===== src/rtl/aux_req_framer.sv =====
module aux_req_framer #(
  parameter int MAX_LEN = 16,
  parameter int DEFER_W = 8,
  localparam int LEN_W  = $clog2(MAX_LEN + 1),
  localparam int CNT_W  = $clog2(MAX_LEN + 5),
  localparam int DLY_W  = DEFER_W + 4,
  localparam int DATA_W = MAX_LEN * 8
) (
  input  logic               clk,
  input  logic               rst_n,
  input  logic               start,
  input  logic               req_i2c,
  input  logic               req_write,
  input  logic               req_mot,
  input  logic [19:0]        req_addr,
  input  logic [LEN_W-1:0]   req_len,
  input  logic [DATA_W-1:0]  req_data,
  input  logic [DEFER_W-1:0] req_defer,
  input  logic               eng_done,
  output logic               busy,
  output logic               buf_we,
  output logic [CNT_W-1:0]   buf_idx,
  output logic [7:0]         buf_byte,
  output logic               done_ack,
  output logic               go,
  output logic [CNT_W-1:0]   wr_bytes,
  output logic [DLY_W-1:0]   start_delay
);

  typedef enum logic [2:0] {S_IDLE, S_LOAD, S_ACK, S_WAIT, S_GO} state_t;

  state_t             state;
  logic               i2c_q, wr_q, mot_q;
  logic [19:0]        addr_q;
  logic [LEN_W-1:0]   len_q;
  logic [DATA_W-1:0]  data_q;
  logic [CNT_W-1:0]   idx;

  logic [CNT_W-1:0]   n_next;
  logic [DLY_W-1:0]   dly_next;
  logic [3:0]         cmd;
  logic [CNT_W-1:0]   pidx;
  logic [7:0]         pay_byte;

  assign n_next   = CNT_W'(req_len == '0 ? 3 : 4) + (req_write ? CNT_W'(req_len) : CNT_W'(0));
  assign dly_next = DLY_W'({req_defer, 3'b000}) + DLY_W'({req_defer, 1'b0});

  assign cmd      = {~i2c_q, i2c_q & mot_q, 1'b0, ~wr_q};
  assign pidx     = idx - CNT_W'(4);
  assign pay_byte = 8'(data_q >> {pidx, 3'b000});

  assign busy     = (state != S_IDLE);
  assign buf_we   = (state == S_LOAD);
  assign buf_idx  = idx;
  assign done_ack = (state == S_ACK);
  assign go       = (state == S_GO);

  always_comb begin
    case (idx)
      CNT_W'(0): buf_byte = {cmd, addr_q[19:16]};
      CNT_W'(1): buf_byte = addr_q[15:8];
      CNT_W'(2): buf_byte = addr_q[7:0];
      CNT_W'(3): buf_byte = 8'(len_q) - 8'd1;
      default:   buf_byte = pay_byte;
    endcase
  end

  always_ff @(posedge clk) begin
    if (!rst_n) begin
      state       <= S_IDLE;
      i2c_q       <= 1'b0;
      wr_q        <= 1'b0;
      mot_q       <= 1'b0;
      addr_q      <= '0;
      len_q       <= '0;
      data_q      <= '0;
      idx         <= '0;
      wr_bytes    <= '0;
      start_delay <= '0;
    end else begin
      case (state)
        S_IDLE: if (start) begin
          i2c_q       <= req_i2c;
          wr_q        <= req_write;
          mot_q       <= req_mot;
          addr_q      <= req_addr;
          len_q       <= req_len;
          data_q      <= req_data;
          idx         <= '0;
          wr_bytes    <= n_next;
          start_delay <= dly_next;
          state       <= S_LOAD;
        end
        S_LOAD: begin
          if (idx == wr_bytes - CNT_W'(1)) state <= S_ACK;
          else idx <= idx + CNT_W'(1);
        end
        S_ACK:  state <= S_WAIT;
        S_WAIT: if (!eng_done) state <= S_GO;
        S_GO:   state <= S_IDLE;
        default: state <= S_IDLE;
      endcase
    end
  end

endmodule



===== config.mk =====
export PLATFORM = sky130hd
export DESIGN_NAME = aux_req_framer
export DESIGN_NICKNAME = d
export VERILOG_FILES = /design/src/rtl/aux_req_framer.sv
export SDC_FILE = /design/constraint.sdc
export NUM_CORES = 1
export LEC_CHECK = 0
export ABC_AREA = 1
export BUFFER_PORTS_ARGS = -buffer_cell sky130_fd_sc_hd__buf_4
export CAP_MARGIN = 0
export CORE_ASPECT_RATIO = 0.5
export CORE_MARGIN = 5
export CORE_UTILIZATION = 35
export CTS_CLUSTER_SIZE = 25
export DETAILED_ROUTE_END_ITERATION = 10
export GPL_TIMING_DRIVEN = 0
export SYNTH_ARGS = -nofsm -noshare
export SYNTH_HDL_FRONTEND = slang
export SYNTH_SLANG_ARGS = --single-unit

===== constraint.sdc =====
create_clock -name clk -period 5.9 [get_ports clk]
set_input_delay 0.885 -clock clk [delete_from_list [all_inputs] [get_ports clk]]
set_output_delay 0.885 -clock clk [all_outputs]
set_load 0.05 [all_outputs]

==> out/metrics.cfg, run 1 <==
[run]
cap_viol_max_count=0

[sta]
fin_ws_ns=1.621
fmax_mhz=233.7
finalCriticalPeriod_ns=4.279
whs_ns=0.4572
relSlewSlack_pct=41.11
fin_crit_sh_pct=72.52
rsz0062_at_grt=no
worst_pin_slew_ns=0.8834
slew_viol_final=0
hold_violations=0
final.setup.tns_ns=0
finalSetupViolations=0
finalClockSkew_ns=0.007836

[clocking]
post_cts_buffers=0
clk_latency_ns=0.45
clkTransAtPathRegs_ns=0.07
cts_max_path_buffers=2
root_buffer=clkbuf_16
ctsHoldBuffers=0
cts_tree=done
ctsResizeCount=0
cts_buffers=17
cts-htree-levels=4
clock_sinks=180

[logic_synthesis]
ys_ff_latch=180
ys.flop_type=dfxtp_1
synthDistinctLibCells=40
ys_seq_area_share_pct=42.41
synth_edf_count=0
syn_area_um2=8497
syn_inst=1202
syn-num-nets=1390
async_flop_share_pct=0
avgSynthCellArea_um2=7.069
ys_warn_count=0

[die]
initial_core_util_pct=35.52
std_cell_rows=40
die_w_um=230.4
die_area_um2=27680
coreArea_um2=23920
die_h_um=120.2
ios=202

[setup_path]
cp_common_cell=nand2_1
cp_max_fo=11
critical_path.cell_chain=inv_2 > buf_2 > buf_1 > ha_1 > inv_1 > nor2_1 > nand2_1 > nor4_1 > a211oi_1 > nand2_1 > buf_4
required_ns=5.02
path_class=reg2out
cp_data_arrival_time_ns=3.39
cp_slowest_cell=buf_1
critPathLaunchType=register
slowest_delay_ns=0.59
endpoint_kind=output pin

[drt]
drc_errors=0
ant_nets=0
wl_met2_um=15000
num_vias=8997
wl_met3_um=2099
first_iter_violations=791
first_pass_iters=7
vias_per_cell=5.147
routed_wirelength_um=32830
m1WireLength_um=14930
top_layer=met4
wl_per_cell_um=18.78

[final_layout]
area_growth_pct=29.77
ff_latch_area_um2=3603
stdcell_count=1748
final_nets=1608
final_util_pct=46.09
nFillCells=2455
drive_gt1_share_pct=20.38
multi_input_area_um2=3983
antenna_cells=0

[placed_design]
place_inst=1716
io_buffers=199
dp_slack_ns=2.173
gp_congestion=0.9473
dp_hpwl_um=25230

[global_routing]
grt_pass1_wl_um=49270
grt_usage_pct=23.00
grt_max_degree=18
gr-total-overflow=0
grt_pass1_vias=8567
antenna_found_initial=0

[power_and_ir_drop]
pwr_density_cell_nw_per_um2=371.2
irDropWorstVdd_mv=0.1853
p_leak_uw=0.004945

[status]
outcome=completed

[min_path]
hold_class=reg2reg

[critical path: cells and delay by family (launching register included)]
family,cells,cell delay [ns]
AO/OA/AOI/OAI,1,0.14
adder cells (fa/ha/maj),1,0.28
buffers and inverters,5,1.18
flip-flops,1,0.36
AND/OR/NAND/NOR,4,0.98
[state kept, by name (all words and copies together) (netlist names)]
signal / cells
data_q: 128
addr_q: 20
start_delay: 11
buf_idx: 5
len_q: 5
wr_bytes: 5
state: 3
i2c_q: 1
mot_q: 1
wr_q: 1
[where the power goes]
group / leakage, µW / internal, µW / switching, µW / total, µW
Clock: 0.000313 / 724 / 552 / 1280
Combinational: 0.00314 / 431 / 928 / 1360
Sequential: 0.00149 / 1380 / 77.2 / 1460
[placed cells by master, fill, tap and decap left out, types with 3 or more instances in the layout]
master	count
a21oi_1	159
a211oi_1	3
nor2_1	175
buf_4	202
nand2_1	98
nand3_1	50
dfxtp_1	180
o21bai_1	3
inv_1	127
clkbuf_16	17
clkbuf_1	40
o21ai_0	188
inv_2	7
buf_2	35
o21ai_1	49
nor3_1	9
xor2_1	6
inv_6	6
o211ai_1	10
or2_2	4
buf_6	4
bufinv_16	4
o22ai_1	8
ha_1	18
[Yosys cell counts (2+ instances only)]
| library cell | count | share of area [%] |
|---|---|---|
| dfxtp_1 | 180 | 42 |
| clkbuf_1 | 40 | 1.8 |
| o21ai_1 | 49 | 2.9 |
| ha_1 | 18 | 2.7 |
| o22ai_1 | 8 | 0.59 |
| nor3_1 | 9 | 0.53 |
| nand2_1 | 98 | 4.3 |
| a211oi_1 | 3 | 0.27 |
| o21a_1 | 2 | 0.18 |
| nand3_1 | 50 | 2.9 |
| fa_1 | 2 | 0.47 |
| buf_6 | 4 | 0.53 |
| o211ai_1 | 10 | 0.88 |
| a221oi_1 | 2 | 0.21 |
| buf_4 | 3 | 0.27 |
| o21bai_1 | 3 | 0.27 |
| buf_1 | 2 | 0.088 |
| nor2_2 | 2 | 0.15 |
| inv_2 | 7 | 0.31 |
| xor2_1 | 6 | 0.62 |
| o21ai_0 | 188 | 11 |
| nor2_1 | 175 | 7.7 |
| nand4_1 | 2 | 0.15 |
| clkinv_1 | 2 | 0.088 |
| a21oi_1 | 159 | 9.4 |
| inv_1 | 127 | 5.6 |
| or2_2 | 4 | 0.29 |
| buf_2 | 35 | 2.1 |
[logic make-up (layout without fill, tap and decap cells)]
kind of cell / Yosys count / in the layout / share of synthesized area, %
compound gates: 429 / 429 / 26.37
simple gates: 345 / 345 / 16.61
buf+inv: 220 / 451 / 10.72
flops: 180 / 180 / 42.41
fa+ha+maj: 20 / 20 / 3.122
xor+xnor: 7 / 7 / 0.7216
other cells: 1 / 1 / 0.04413
[through the flow]
| stage | total power (µW) | cell area (µm²) |
|---|---|---|
| floorplan | 2315 | 8497 |
| global placement | 2799 | 10390 |
| detailed placement | 2817 | 10390 |
| CTS | 4081 | 11030 |
| global route | 4290 | 11030 |
| finish | 4093 | 11030 |
[path summary, 6_finish.rpt]
| kind | start | end | slack, ns | cells past startpoint |
|---|---|---|---|---|
| min reg2reg | addr_q[7] | addr_q[7] | 0.46 | 2 |
| max reg2reg | state[0] | start_delay[9] | 4.03 | 8 |
| max | buf_idx[2] | buf_byte[7] | 1.62 | 11 |
| min | addr_q[7] | addr_q[7] | 0.46 | 2 |
[cell type report]
| class | instances | share of cell area [%] |
|---|---|---|
| Inverter | 136 | 4.630 |
| Multi-Input combinational cell | 802 | 36.12 |
| Buffer | 84 | 3.631 |
| Tap cell | 315 | 3.574 |
| Sequential cell | 180 | 32.68 |
| Clock buffer | 17 | 3.858 |
| Timing Repair Buffer | 199 | 13.55 |
| Clock inverter | 15 | 1.963 |
[metal layers]
metal / global-route usage [%] / vias to the layer above
met2: 36.95 / 277
met4: 6.900 / 0
met3: 5.420 / 59
li1: - / 4405
met1: 30.97 / 4256
met5: 0 / -
No activity file was read; power rests on OpenSTA's default activity.
==> inputs of run 2 (changes only) <==
Settings changed: ABC_AREA 1 to 0.
Clock period 5.9 ns to 3.9 ns, I/O delays scaled along.
==> run 2 against run 1 <==
- sequential cell count stayed put
- combinational power down 40%
- utilization increased by 0.54 points
- via count fell by 13%
- sequential share of layout area down 0.84 points
- worst hold slack worse by 0.063 ns
- synthesized area is 2.7% higher
- non-clock buffer count decreased by 10
- register-to-register slack worse by 2.1 ns
- die area rose by 2.5%
- first-iteration DRC count fell by 12%
- clock power is 49% higher
==> out/metrics.cfg, run 2 <==
[logic_synthesis]
synthAdderAreaFrac_pct=3.039
synth_most_common_cell=nand2_1
ys_seq_area_share_pct=41.29
syn-num-nets=1177
synth_compound_area_share_pct=19.07
synth-xor-area-share_pct=1.878
synth_top_area_cell=dfxtp_1
synth-simple-area-share_pct=18.95
synth_top_family_by_area=compound AO/OA/AOI/OAI gates
async_flop_share_pct=0
ys_ff_latch=180
syn_inst=989
yosys.area.top_type_share_pct=41.29
synth_edf_count=0
ys.flop_type=dfxtp_1
synthDistinctLibCells=55
yosys-top-cells-area=dfxtp_1, nand2_1, a21boi_1, mux4_2, ha_1
syn_area_um2=8727
synth_commonest_cells=nand2_1, dfxtp_1, a21boi_1
avgSynthCellArea_um2=8.824
synth.area.mux_share_pct=9.993
ys_warn_count=0

[sta]
relSlewSlack_pct=46.66
finalSetupViolations=0
final.setup.tns_ns=0
fin_ws_ns=0.1378
worst_pin_slew_ns=0.8001
rsz0062_at_grt=no
finalCriticalPeriod_ns=3.762
slew_viol_final=0
hold_violations=0
fin_crit_sh_pct=96.47
finalClockSkew_ns=0.006156
fmax_mhz=265.8
whs_ns=0.3940

[final_layout]
area_growth_pct=29.69
nFillCells=2371
final_util_pct=46.63
reg_top3=data_q: 128 flops, addr_q: 20 flops, start_delay: 11 flops
top_register=data_q
final_nets=1394
mostFrequentLayoutCells=nand2_1, buf_4, dfxtp_1
largest_reg_flops=128
final_common_cell=nand2_1
final_area_um2=11320
drive_gt1_share_pct=26.25
ff_latch_area_um2=3603
multi_input_area_um2=4647

[clocking]
cts-htree-levels=4
cts_tree=done
clkTransAtPathRegs_ns=0.07
clock_sinks=180
cts_max_path_buffers=2
root_buffer=clkbuf_16
clk_latency_ns=0.44
cts_buffers=17
post_cts_buffers=0

[drt]
first_iter_violations=698
ant_nets=0
wl_per_cell_um=18.91
drc_errors=0
first_pass_iters=5
routed_wirelength_um=29440
vias_per_cell=5.037
num_vias=7842

[global_routing]
grt_usage_pct=20.56
grt_pass1_wl_um=44440
antenna_found_initial=2
grt_max_degree=18
grt_pass1_vias=7969
gr-total-overflow=0

[die]
initial_core_util_pct=35.95
die_area_um2=28380
die_h_um=121.7
ios=202
die_w_um=233.3
coreArea_um2=24270
std_cell_rows=40

[setup_path]
required_ns=3.31
cp_max_fo=11
cp_data_arrival_time_ns=3.18
critPathLaunchType=register
endpoint_kind=output pin
path_class=reg2out

[placed_design]
io_buffers=199
gp_congestion=0.8685
dpl_cell_area_um2=10640
dp_hpwl_um=23070
dp_slack_ns=0.2924

[min_path]
hold_class=in2reg

[run]
cap_viol_max_count=0

[power_and_ir_drop]
irDropWorstVdd_mv=0.2920
p_leak_uw=0.004752
pwr_density_cell_nw_per_um2=418.6

[status]
outcome=completed

## run 2: routing by layer
| metal | share of wire (%) | vias to the layer above | track usage, % |
|---|---|---|---|
| met2 | 47 | 232 | 33.07 |
| li1 | - | 3790 | - |
| met1 | 45 | 3777 | 27.81 |
| met4 | 2.3 | 0 | 6.893 |
| met3 | 6.2 | 43 | 4.215 |
| met5 | 0 | - | 0 |
## run 2: final cells by class
cell class	count	share of cell area [%]
plain buffers	74	3.792
diodes	2	0.04422
well taps	336	3.714
multi-input cells	715	41.06
clock buffers	20	3.946
flip-flops and latches	180	31.84
clock inverters	12	1.780
repair buffers	199	13.20
inverters	19	0.6301
## run 2: where the power goes
group          switching [µW]  internal [µW]
combinational             448            362
clock                     756           1160
sequential               66.2           1950
total                    1270           3470
## run 2: cell families (layout without fill, tap and decap cells)
family,after synthesis,count (layout)
buffers and inverters,94,324
AND/OR/NAND/NOR,405,405
XOR/XNOR,17,17
flip-flops,180,180
other,1,3
adder cells (fa/ha/maj),20,20
AO/OA/AOI/OAI,225,225
multiplexers,47,47
## run 2: timing repair
item	4_1_cts	5_1_grt
endpoints found under the setup margin	8	8
hold buffers	0	0
gates resized for setup	2	4
## run 2: critical path, cell delays in order (launching register included)
cell and delay [ns]:
dfxtp_1 0.34, buf_2 0.20, inv_2 0.25, buf_4 0.29, ha_1 0.18, nand2b_1 0.07
buf_2 0.21, o211ai_4 0.31, a21oi_1 0.11, or4_1 0.55, buf_4 0.23
## run 2: metrics by stage
stage / total power (µW) / std cells
after floorplan: 2517 / 989
after global placement: 2844 / 1524
after detailed placement: 2862 / 1524
after CTS: 4772 / 1555
after global routing: 4927 / 1557
final: 4738 / 1557
## run 2: path summary, 6_finish.rpt
kind,depth (start not counted),slack [ns],from,end
setup / recovery,10,0.14,buf_idx[2],buf_byte[5]
hold / removal,3,0.39,req_data[91],data_q[91]
setup reg to reg,6,1.95,state[2],data_q[77]
hold reg to reg,2,0.45,data_q[93],data_q[93]
